<file path="src/rtl/pgguard_pkg.sv">
package pgguard_pkg;

  typedef enum logic [1:0] {
    RSP_GRANT   = 2'b00,
    RSP_ORDER   = 2'b01,
    RSP_SEGUSED = 2'b10,
    RSP_MISS    = 2'b11
  } rsp_code_e;

  // strobes from the decision logic to the tracking table
  typedef struct packed {
    logic allocEntry;  // claim the victim slot for the request block
    logic clearEntry;  // forget page progress of the target slot
    logic recordProg;  // store page and segment marks in the target slot
    logic mergeMarks;  // OR new segments into existing marks (same page)
  } tbl_strobe_t;

endpackage

</file>
<file path="src/rtl/pgguard_table.sv">
module pgguard_table
  import pgguard_pkg::*;
#(
  parameter int NUM_ENTRIES = 4,
  parameter int BLOCK_W     = 11,
  parameter int PAGE_W      = 6,
  parameter int SEG_N       = 4
) (
  input  logic               clk,
  input  logic               rstN,
  input  tbl_strobe_t        strobe,
  input  logic [BLOCK_W-1:0] reqBlock,
  input  logic [PAGE_W-1:0]  reqPage,
  input  logic [SEG_N-1:0]   effMask,
  output logic               hit,
  output logic               entStarted,
  output logic [PAGE_W-1:0]  entLast,
  output logic [SEG_N-1:0]   entMarks
);

  localparam int IDX_W = (NUM_ENTRIES > 1) ? $clog2(NUM_ENTRIES) : 1;
  localparam logic [IDX_W-1:0] LAST_IDX = IDX_W'(NUM_ENTRIES - 1);

  logic [NUM_ENTRIES-1:0] entValid;
  logic [BLOCK_W-1:0]     entBlock   [NUM_ENTRIES];
  logic [NUM_ENTRIES-1:0] entStart;
  logic [PAGE_W-1:0]      entPage    [NUM_ENTRIES];
  logic [SEG_N-1:0]       entSeg     [NUM_ENTRIES];
  logic [IDX_W-1:0]       victimIdx;
  logic [NUM_ENTRIES-1:0] hitVec;
  logic [IDX_W-1:0]       hitIdx;
  logic [IDX_W-1:0]       tgtIdx;

  genvar g;
  generate
    for (g = 0; g < NUM_ENTRIES; g++) begin : gen_match
      assign hitVec[g] = entValid[g] && (entBlock[g] == reqBlock);
    end
  endgenerate

  always_comb begin
    hitIdx = '0;
    for (int i = 0; i < NUM_ENTRIES; i++) begin
      if (hitVec[i]) hitIdx = IDX_W'(i);
    end
  end

  assign hit        = |hitVec;
  assign tgtIdx     = hit ? hitIdx : victimIdx;
  assign entStarted = hit && entStart[hitIdx];
  assign entLast    = entPage[hitIdx];
  assign entMarks   = entSeg[hitIdx];

  always_ff @(posedge clk) begin
    if (!rstN) begin
      entValid  <= '0;
      entStart  <= '0;
      victimIdx <= '0;
      for (int i = 0; i < NUM_ENTRIES; i++) begin
        entBlock[i] <= '0;
        entPage[i]  <= '0;
        entSeg[i]   <= '0;
      end
    end else begin
      if (strobe.allocEntry) begin
        entValid[tgtIdx] <= 1'b1;
        entBlock[tgtIdx] <= reqBlock;
        victimIdx        <= (victimIdx == LAST_IDX) ? '0 : victimIdx + 1'b1;
      end
      if (strobe.clearEntry) begin
        entStart[tgtIdx] <= 1'b0;
        entPage[tgtIdx]  <= '0;
        entSeg[tgtIdx]   <= '0;
      end
      if (strobe.recordProg) begin
        entStart[tgtIdx] <= 1'b1;
        entPage[tgtIdx]  <= reqPage;
        entSeg[tgtIdx]   <= strobe.mergeMarks ? (entSeg[tgtIdx] | effMask) : effMask;
      end
    end
  end

  // a block never occupies two slots
  a_r10_single_slot: assert property (@(posedge clk) disable iff (!rstN)
    $onehot0(hitVec));

  // a new slot is only claimed for an untracked block
  a_r10_alloc_on_miss: assert property (@(posedge clk) disable iff (!rstN)
    strobe.allocEntry |-> !hit);

  // merging never rewrites a segment already marked
  a_r4_no_rewrite: assert property (@(posedge clk) disable iff (!rstN)
    (strobe.recordProg && strobe.mergeMarks) |-> ((effMask & entSeg[tgtIdx]) == '0));

  // a recorded page never goes below the stored one
  a_r3_ascending: assert property (@(posedge clk) disable iff (!rstN)
    (strobe.recordProg && hit && entStart[tgtIdx]) |-> (reqPage >= entPage[tgtIdx]));

  // the entry count only grows
  a_r8_valid_grows: assert property (@(posedge clk) disable iff (!rstN)
    $countones(entValid) >= $countones($past(entValid)));

endmodule

</file>
<file path="src/rtl/pgguard_ctrl.sv">
module pgguard_ctrl
  import pgguard_pkg::*;
#(
  parameter int PAGE_W = 6,
  parameter int SEG_N  = 4
) (
  input  logic              clk,
  input  logic              rstN,
  input  logic              reqValid,
  input  logic              reqErase,
  input  logic [PAGE_W-1:0] reqPage,
  input  logic [SEG_N-1:0]  reqSegMask,
  input  logic              hit,
  input  logic              entStarted,
  input  logic [PAGE_W-1:0] entLast,
  input  logic [SEG_N-1:0]  entMarks,
  output tbl_strobe_t       strobe,
  output logic [SEG_N-1:0]  effMask,
  output logic              rspValid,
  output rsp_code_e         rspCode,
  output logic [SEG_N-1:0]  rspFill
);

  rsp_code_e        nextCode;
  logic [SEG_N-1:0] nextFill;

  assign effMask = (reqSegMask == '0) ? '1 : reqSegMask;

  always_comb begin
    strobe   = '0;
    nextCode = RSP_GRANT;
    nextFill = '0;
    if (reqValid) begin
      if (reqErase) begin
        strobe.clearEntry = 1'b1;
        strobe.allocEntry = !hit;
      end else if (!hit) begin
        if (reqPage == '0) begin
          strobe.allocEntry = 1'b1;
          strobe.recordProg = 1'b1;
          nextFill          = ~effMask;
        end else begin
          nextCode = RSP_MISS;
        end
      end else if (!entStarted || reqPage > entLast) begin
        strobe.recordProg = 1'b1;
        nextFill          = ~effMask;
      end else if (reqPage < entLast) begin
        nextCode = RSP_ORDER;
      end else if ((effMask & entMarks) != '0) begin
        nextCode = RSP_SEGUSED;
      end else begin
        strobe.recordProg = 1'b1;
        strobe.mergeMarks = 1'b1;
        nextFill          = ~effMask;
      end
    end
  end

  always_ff @(posedge clk) begin
    if (!rstN) begin
      rspValid <= 1'b0;
      rspCode  <= RSP_GRANT;
      rspFill  <= '0;
    end else begin
      rspValid <= reqValid;
      rspCode  <= nextCode;
      rspFill  <= nextFill;
    end
  end

  // rejects carry no padding
  a_r9_fill_on_grant: assert property (@(posedge clk) disable iff (!rstN)
    (rspValid && rspCode != RSP_GRANT) |-> (rspFill == '0));

  // a rejected request produces no table strobe
  a_r11_reject_quiet: assert property (@(posedge clk) disable iff (!rstN)
    (reqValid && nextCode != RSP_GRANT) |-> (strobe == '0));

endmodule

</file>
<file path="src/rtl/pgguard_top.sv">
module pgguard_top
  import pgguard_pkg::*;
#(
  parameter int NUM_ENTRIES = 4,
  parameter int BLOCK_W     = 11,
  parameter int PAGE_W      = 6,
  parameter int SEG_N       = 4
) (
  input  logic               clk,
  input  logic               rstN,
  input  logic               reqValid,
  input  logic               reqErase,
  input  logic [BLOCK_W-1:0] reqBlock,
  input  logic [PAGE_W-1:0]  reqPage,
  input  logic [SEG_N-1:0]   reqSegMask,
  output logic               rspValid,
  output logic [1:0]         rspCode,
  output logic [SEG_N-1:0]   rspFill
);

  tbl_strobe_t       strobe;
  logic [SEG_N-1:0]  effMask;
  logic              hit;
  logic              entStarted;
  logic [PAGE_W-1:0] entLast;
  logic [SEG_N-1:0]  entMarks;
  rsp_code_e         codeQ;

  pgguard_ctrl #(.PAGE_W(PAGE_W), .SEG_N(SEG_N)) u_ctrl (
    .clk(clk), .rstN(rstN),
    .reqValid(reqValid), .reqErase(reqErase), .reqPage(reqPage), .reqSegMask(reqSegMask),
    .hit(hit), .entStarted(entStarted), .entLast(entLast), .entMarks(entMarks),
    .strobe(strobe), .effMask(effMask),
    .rspValid(rspValid), .rspCode(codeQ), .rspFill(rspFill)
  );

  pgguard_table #(.NUM_ENTRIES(NUM_ENTRIES), .BLOCK_W(BLOCK_W), .PAGE_W(PAGE_W), .SEG_N(SEG_N)) u_table (
    .clk(clk), .rstN(rstN), .strobe(strobe),
    .reqBlock(reqBlock), .reqPage(reqPage), .effMask(effMask),
    .hit(hit), .entStarted(entStarted), .entLast(entLast), .entMarks(entMarks)
  );

  assign rspCode = codeQ;

  // one verdict per request, on the next edge
  a_r1_resp_follows: assert property (@(posedge clk) disable iff (!rstN)
    reqValid |=> rspValid);

  a_r1_no_spurious: assert property (@(posedge clk) disable iff (!rstN)
    !reqValid |=> !rspValid);

endmodule

</file>
<file path="config.mk">
export PLATFORM = sky130hd
export DESIGN_NAME = pgguard_top
export DESIGN_NICKNAME = d
export VERILOG_FILES = /design/src/rtl/pgguard_pkg.sv /design/src/rtl/pgguard_table.sv /design/src/rtl/pgguard_ctrl.sv /design/src/rtl/pgguard_top.sv
export SDC_FILE = /design/constraint.sdc
export NUM_CORES = 1
export LEC_CHECK = 0
export BUFFER_PORTS_ARGS = -buffer_cell sky130_fd_sc_hd__buf_2
export CAP_MARGIN = 20
export CORE_ASPECT_RATIO = 0.5
export CORE_MARGIN = 2
export CORE_UTILIZATION = 40
export DETAILED_ROUTE_END_ITERATION = 6
export PLACE_DENSITY = 0.58
export SLEW_MARGIN = 20
export SYNTH_ARGS = -nofsm -noshare
export SYNTH_HDL_FRONTEND = slang
export SYNTH_SLANG_ARGS = --single-unit
</file>
<file path="constraint.sdc">
create_clock -name clk -period 6 [get_ports clk]
set_input_delay 0.6 -clock clk [delete_from_list [all_inputs] [get_ports clk]]
set_output_delay 0.6 -clock clk [all_outputs]
set_load 0.01 [all_outputs]
</file>
Yosys cells after proc, flatten, opt, wreduce, memory -nomap -nowiden
Memories as Yosys holds them, arrays and structs flattened.
Index checks and enable logic that the tools add are counted.
Widths: inputs -> output; s select.
- bits in registers: 17
- bits in writable memories: 84
- input bits: 25
- memories: 3
- memories (name ; words ; bits a word ; read ports ; clocked after memory_dff ; write ports ; RTL line ; source):
    u_table.entBlock ; 4 ; 11 ; 4 ; 0 ; 4 ; pgguard_table.sv:25 ; logic [BLOCK_W-1:0] entBlock [NUM_ENTRIES];
    u_table.entPage ; 4 ; 6 ; 1 ; 0 ; 4 ; pgguard_table.sv:27 ; logic [PAGE_W-1:0] entPage [NUM_ENTRIES];
    u_table.entSeg ; 4 ; 4 ; 2 ; 0 ; 4 ; pgguard_table.sv:28 ; logic [SEG_N-1:0] entSeg [NUM_ENTRIES];
- add/sub/neg operators: 1
- order comparisons: 5
- eq/ne operators: 5
- muxes and demuxes: 57
- bitwise logic cells: 11
- reductions and logical operators: 17
- operator list (cell ; count):
    $mux 4 ; 13
    $eq 11x11->1 ; 4
    $mux 2 ; 15
    $mux 1 ; 24
    $mux 6 ; 2
    $or 4x4->4 ; 3
    $mux 11 ; 1
    $reduce_or 11->1 ; 1
    $and 4x4->4 ; 2
    $not 4->4 ; 2
    $reduce_or 4->1 ; 2
    $gt 6x6->1 ; 1
    $logic_and 1x1->1 ; 6
    $logic_not 6->1 ; 1
    $lt 2x3->1 const B ; 2
    $lt 6x6->1 ; 1
    $reduce_or 6->1 ; 1
    $logic_not 4->1 ; 1
    $reduce_bool 4->1 ; 1
    $reduce_or 3->1 ; 1
    $add 2x1->2 const B ; 1
    $bmux 1 s2 ; 1
    $demux 1 s2 ; 1
    $eq 2x2->1 const B ; 1
    5 further kinds ; 8

Depth between registers and ports, before layout
Gate-level depths: netlist (run 1).
An unclocked memory read counts as a cell.
- word-level depth: 21
- mapped depth: 19

Modules after synthesis
A second synthesis (run 1) with hierarchy kept.
- cell total of the unflattened synthesis: 523
- area, all modules: 5616.6 sq um
- by module, submodules not included (module ; times used ; cells each ; area each (sq um) ; sequential area each (sq um)):
    pgguard_table ; 1 ; 452 ; 4949.7 ; 2722.6
    pgguard_ctrl ; 1 ; 71 ; 666.9 ; 140.1

Least setup slack after synthesis (run 1)
Ideal clock, no wire load.
- kind: input -> register
- start point: input reqBlock[8]
- end point: memory u_table.entPage[2][0] (enable)
- library setup time: 391 ps
- arrival: 4035 ps
- data required time: 5609 ps
- setup slack: 1574 ps
- stages: 18
- path through: buf_2 -> xnor2_1 -> nand4_1 -> nor3_2 -> buf_4 -> mux2i_1 -> o21ai_0 -> mux2_2 -> ha_1 -> nor2b_1 -> o21ai_0 -> nand2b_1 -> a21oi_1 -> o21ai_0 -> a21oi_1 -> a211oi_1 -> a21boi_1 -> o21ai_0
- RTL lines (element ; RTL line ; source):
    start, declared ; pgguard_top.sv:13 ; input logic [BLOCK_W-1:0] reqBlock,
    end, declared ; pgguard_table.sv:27 ;

==> impl_metrics.yaml, run 1 <==
critical_path:
  r2r-end: "u_table.entPage[0][5]"
  reg2reg_depth: 18
  path_delay_family: "compound AO/OA/AOI/OAI gates"
  cp-start-kind: "input port"
  critical_path.endpoint: "u_table.entPage[0][5]"
  required_ns: 6.03
  cpMostUsedCell: "o21ai_0"
  crit_path_cell_trace: "buf_2 -> xnor2_1 -> nand4_1 -> nor3_2 -> buf_4 -> mux2i_1 -> o21ai_0 -> mux2_2 -> ha_1 -> nor2b_1 -> o21ai_0 -> nand2b_1 -> a21oi_1 -> o21ai_0 -> a21oi_1 -> a211oi_1 -> a21boi_1 -> o21ai_0 -> buf_4"
  worstPathMaxFanout: 13
  r2r_slack_ns: 1.80
  slowest_stage: "a211oi_1"
  startpoint: "reqBlock[9]"
  criticalPathCategory: "in2reg"
  crit_path_end_kind: "register"
  r2r-start: "u_table.entBlock[1][9]"
  cpPeakStageDelay_ns: 0.41
  worst-path-buf-inv: 3
  crit_arrival_ns: 4.27
  cp.depth: 19
global_routing:
  grt_overflow_total: 0
  grt_pass1_wl_mm: 19.71
  grt_max_degree: 27
  grt_antenna_before_repair: 0
  grt_pass1_vias: 3522
  grt_usage: 0.1927
synth:
  netlist_area_mm2: 0.005177
  ys_ff_latch: 101
  syn_nets: 507
  ys_types: 47
  synth_cells: 475
  synth_top_cell_by_area: "edfxtp_1"
  yosysSeqAreaShare: 0.5529
  synthTopCellsByArea: "edfxtp_1 (49%), xnor2_1 (7.4%), dfxtp_1 (6.6%), mux2i_1 (4.8%), nor2_1 (4.6%)"
  netlist.area_leader.share: 0.4872
  synth_area_per_cell_um2: 10.90
  synthArstFlopShare: 0
  synthTopCellsByCount: "edfxtp_1 (84), nor2_1 (64), xnor2_1 (44)"
  synthFlopType: "edfxtp_1"
  yosys_warnings: 0
  synth_edf_count: 84
  synth.most_common_cell: "edfxtp_1"
power_and_ir_drop:
  p_leak_nw: 2.095
  p_per_area_mw_per_mm2: 266.8
  vdd_drop_max_mv: 0.1347
cells_and_area:
  area_growth_pct: 11.29
  stdcell_area_mm2: 0.005762
  num_antenna_cells: 0
  nets: 529
  drive_gt1_frac: 0.1494
cts:
  ctsResizeCount: 0
  clk_latency_ns: 0.34
  clock_path_buffers: 2
  cts_tree: "done"
  cts_sinks: 101
  hold_buffers: 0
  cts-root-buf: "clkbuf_16"
  cts.htree.levels: 3
  numCtsBuffers: 9
  clk_pin_slew_ns: 0.06
  cts_setup_buffers: 0
detailed_routing:
  ant_nets: 0
  post_drt_wl_per_cell_um: 18.95
  num_vias: 3628
  drc: 0
  first_pass_iters: 4
  viasPerCell: 5.399
  totalWireLength_mm: 12.74
  drt_iter0_markers: 265
die:
  die_h_um: 84.45
  die-area_mm2: 0.01393
  core_mm2: 0.01266
  die_w_um: 164.9
  io_pins: 32
  initial_core_util: 0.4089
  row_count: 29
placed_design:
  place_congestion: 0.8420
  place_hpwl_mm: 9.016
  port_buffers: 31
  placed_area_mm2: 0.005482
timing:
  finalHoldViolCount: 0
  drv_slew: 0
  rsz0062_at_grt: "false"
  setup_viol: 0
  final.min_clock_period_ns: 4.231
  finalSetupTns_ns: 0
  skew_ns: 0.006066
  worst_slew_pin_slew_ns: 0.9860
  fmax_mhz: 236.3
  fin_crit_sh: 0.7052
  slew_headroom: 0.3402
hold_path:
  min_path_type: "in2reg"
run:
  drv_cap: 0
status:
  status: "complete, no violations"
[stage by stage]
step,hold slack (ns),power [W],util,setup slack (ns),cells
3_3_place_gp,0.4818,0.0009802,0.4329,1.435,656
4_1_cts,0.4959,0.001544,0.4550,1.805,672
5_1_grt,0.5026,0.001591,0.4550,1.468,672
2_1_floorplan,0.4615,0.0009239,-,1.574,475
3_5_place_dp,0.4854,0.0009815,0.4329,1.471,656
6_report,0.5011,0.001537,0.4550,1.769,672
[flip-flops by register name (all words and copies together) (netlist names), named ones only]
signal and flops:
u_table.entBlock 44, u_table.entPage 24, u_table.entSeg 16, u_ctrl.rspFill 4, u_table.entValid 4, u_ctrl.rspCode 2, u_table.victimIdx 2, u_ctrl.rspValid 1
u_table.entStart 1
[layer usage]
layer  global-route usage  vias up  part of all wire  wire [um]
met5                    0        -                 0          0
met4              0.04980        0             0.014        178
met3              0.04496       13             0.060        766
met2               0.3032      111              0.46       5795
met1               0.2700     1764              0.47       5994
li1                     -     1740                 -          -
[worst min path at each step]
| stage | start | end | slack [ns] | cells after the start |
|---|---|---|---|---|
| global route | reqErase | u_table.entStart[3] | 0.50 | 2 |
| detailed placement | u_table.entValid[2] | u_table.entValid[2] | 0.49 | 1 |
| finish | reqErase | u_table.entStart[3] | 0.50 | 2 |
| CTS | reqErase | u_table.entStart[3] | 0.50 | 2 |
| global placement | u_table.entValid[3] | u_table.entValid[3] | 0.48 | 1 |
| floorplan | u_table.entValid[1] | u_table.entValid[1] | 0.46 | 1 |
[power by group]
group / switching (W) / leakage (nW) / internal [W] / total (W)
combinational: 0.000107 / 0.949 / 0.0000568 / 0.000164
sequential: 0.0000131 / 1.01 / 0.000789 / 0.000802
clock: 0.000248 / 0.138 / 0.000323 / 0.000571
[kinds of logic after synthesis]
| group | count (synthesis) | synth area share |
|---|---|---|
| AO/OA/AOI/OAI | 63 | 0.08724 |
| XOR/XNOR | 44 | 0.07443 |
| adder cells (fa/ha/maj) | 7 | 0.01692 |
| buffers and inverters | 57 | 0.05172 |
| flip-flops | 101 | 0.5529 |
| multiplexers | 28 | 0.05486 |
| AND/OR/NAND/NOR | 175 | 0.1619 |
[cell type report]
| class | count | area [um^2] |
|---|---|---|
| clock inverters | 3 | 40.04 |
| repair buffers | 45 | 260.3 |
| clock buffers | 13 | 240.2 |
| flip-flops and latches | 101 | 2863 |
| multi-input cells | 317 | 2059 |
| well taps | 170 | 212.7 |
| inverters | 23 | 86.33 |
| fillers | 1219 | 6902 |
[cells in the final DEF, fill, tap and decap left out, drive strengths merged, types with 5 or more instances in the layout]
cell	netlist	routed
edfxtp	84	84
nor3	39	39
mux2i	25	25
nand2b	5	5
ha	7	7
clkbuf	13	13
o21ai	19	19
nand4	25	25
buf	21	45
xnor2	44	44
nor2	64	64
dfxtp	17	17
a21oi	12	12
o21a	7	7
nand2	25	25
inv	23	23
(Power assumes the default switching activity.)
==> inputs of run 2 (changes only) <==
--- a/config.mk
+++ b/config.mk
@@ -11,7 +11,7 @@
 export CORE_MARGIN = 2
 export CORE_UTILIZATION = 40
 export DETAILED_ROUTE_END_ITERATION = 6
-export PLACE_DENSITY = 0.58
+export PLACE_DENSITY = 0.61
 export SLEW_MARGIN = 20
 export SYNTH_ARGS = -nofsm -noshare
 export SYNTH_HDL_FRONTEND = slang
==> constraint.sdc (replaced) <==
create_clock -name clk -period 3.4 [get_ports clk]
set_input_delay 0.34 -clock clk [delete_from_list [all_inputs] [get_ports clk]]
set_output_delay 0.34 -clock clk [all_outputs]
set_load 0.01 [all_outputs]
==> impl_metrics.yaml, run 2 (synthesis results as in run 1) <==
status:
  status: "finished, violations left"
  failed_checks: "negative setup slack"
cells_and_area:
  nets: 601
  drive_gt1_frac: 0.3351
  final_common_cell: "edfxtp_1"
  largest_register_ffs: 44
  top_register: "u_table.entBlock"
  fin_util: 0.5353
  area_growth_pct: 30.93
  stdcell_count: 743
  num_antenna_cells: 0
  reg_top3: "u_table.entBlock x44, u_table.entPage x24, u_table.entSeg x16"
  layout_common_cells: "edfxtp_1 (84), buf_4 (69), nor2_1 (63)"
timing:
  fmax_mhz: 280.7
  rsz0062_at_grt: "true"
  final.min_clock_period_ns: 3.563
  finalSetupTns_ns: -8.822
  skew_ns: 0.009883
  fin_ws_ns: -0.1627
  finalHoldViolCount: 0
  fin_crit_sh: 1.048
  worst_slew_pin_slew_ns: 0.6484
  whs_ns: 0.2576
  drv_slew: 0
  slew_headroom: 0.5673
  setup_viol: 84
cts:
  cts_tree: "done"
  clock_path_buffers: 2
  cts_sinks: 101
  cts-root-buf: "clkbuf_16"
  clk_pin_slew_ns: 0.07
  clk_latency_ns: 0.35
  numCtsBuffers: 9
  cts.htree.levels: 3
detailed_routing:
  totalWireLength_mm: 13.67
  drt_iter0_markers: 206
  drc: 0
  post_drt_wl_per_cell_um: 18.40
  ant_nets: 0
  first_pass_iters: 5
  viasPerCell: 5.241
  num_vias: 3894
power_and_ir_drop:
  finalPower_w: 0.002801
  p_per_area_mw_per_mm2: 413.1
  p_leak_nw: 2.628
  vdd_drop_max_mv: 0.2655
critical_path:
  required_ns: 3.47
  criticalPathCategory: "reg2reg"
  startpoint: "u_table.entBlock[1][4]"
  worstPathMaxFanout: 6
  cp-start-kind: "register"
  crit_arrival_ns: 3.63
  crit_path_end_kind: "register"
  r2r-start: "u_table.entBlock[1][4]"
global_routing:
  grt_max_degree: 47
  grt_overflow_total: 0
  grt_usage: 0.1966
  grt_antenna_before_repair: 0
  grt_pass1_wl_mm: 20.58
  grt_pass1_vias: 3729
die:
  initial_core_util: 0.4089
  io_pins: 32
  core_mm2: 0.01266
  die_h_um: 84.45
  row_count: 29
  die-area_mm2: 0.01393
  die_w_um: 164.9
run:
  drv_cap: 0
hold_path:
  hold_start: "reqErase"
  min_path_type: "in2reg"
placed_design:
  place_hpwl_mm: 9.205
  placed_cells: 713
  port_buffers: 31
  place_congestion: 0.8214
## run 2: per-layer routing
| layer | wire (um) | up-vias | global-route usage |
|---|---|---|---|
| li1 | - | 1883 | - |
| met5 | 0 | - | 0 |
| met1 | 6353 | 1909 | 0.2781 |
| met3 | 573 | 16 | 0.03804 |
| met4 | 190 | 0 | 0.04032 |
| met2 | 6552 | 86 | 0.3172 |
## run 2: final timing paths
path	depth (start not counted)	end	slack (ns)
setup / recovery	19	u_table.entPage[3][5]	-0.16
hold / removal	2	u_table.entStart[3]	0.26
setup reg to reg	19	u_table.entPage[3][5]	-0.16
hold reg to reg	2	register	0.50
## run 2: cell type report
type / instances / area [um^2]
clock buffer: 10 / 229.0
timing repair buffer: 117 / 974.7
fill: 1102 / 5884
tap: 170 / 212.7
sequential: 101 / 2863
inverter: 23 / 86.33
clock inverter: 5 / 45.04
multi-input combinational: 317 / 2369
## run 2: through the flow
step                cell area (um^2)  worst slack [ns]
global route                    6779           -0.3819
detailed placement              6072           -0.2268
finish                          6779           -0.1627
CTS                             6421          -0.06728
global placement                6072           -0.1599
floorplan                       5316          0.007127
## run 2: where the power goes
group	internal, W	total (W)	switching, W
registers	0.00139	0.00142	0.0000262
logic	0.000172	0.000395	0.000223
clock network	0.000505	0.000988	0.000483
## run 2: repair_timing
action                     CTS  global route
setup endpoints to repair   54           110
hold buffers                 0             0
cloned                       0             7
buffers inserted             2             6
hold endpoints to repair     0             0
resized for setup           12            36
pin swaps                   13            23
## run 2: critical path: stages (launching register included)
cell and delay (ns):
edfxtp_1 0.41, xnor2_2 0.27, nand4_1 0.14, nor3_2 0.19, buf_4 0.18, mux2i_1 0.18, o21ai_1 0.09, mux2_4 0.28
ha_4 0.15, nor2b_1 0.11, o21ai_1 0.08, nand2b_1 0.08, a21oi_2 0.06, o21ai_2 0.19, a21oi_2 0.07, a211oi_2 0.33
buf_4 0.18, o21ai_2 0.05, nand2_2 0.11, buf_6 0.14
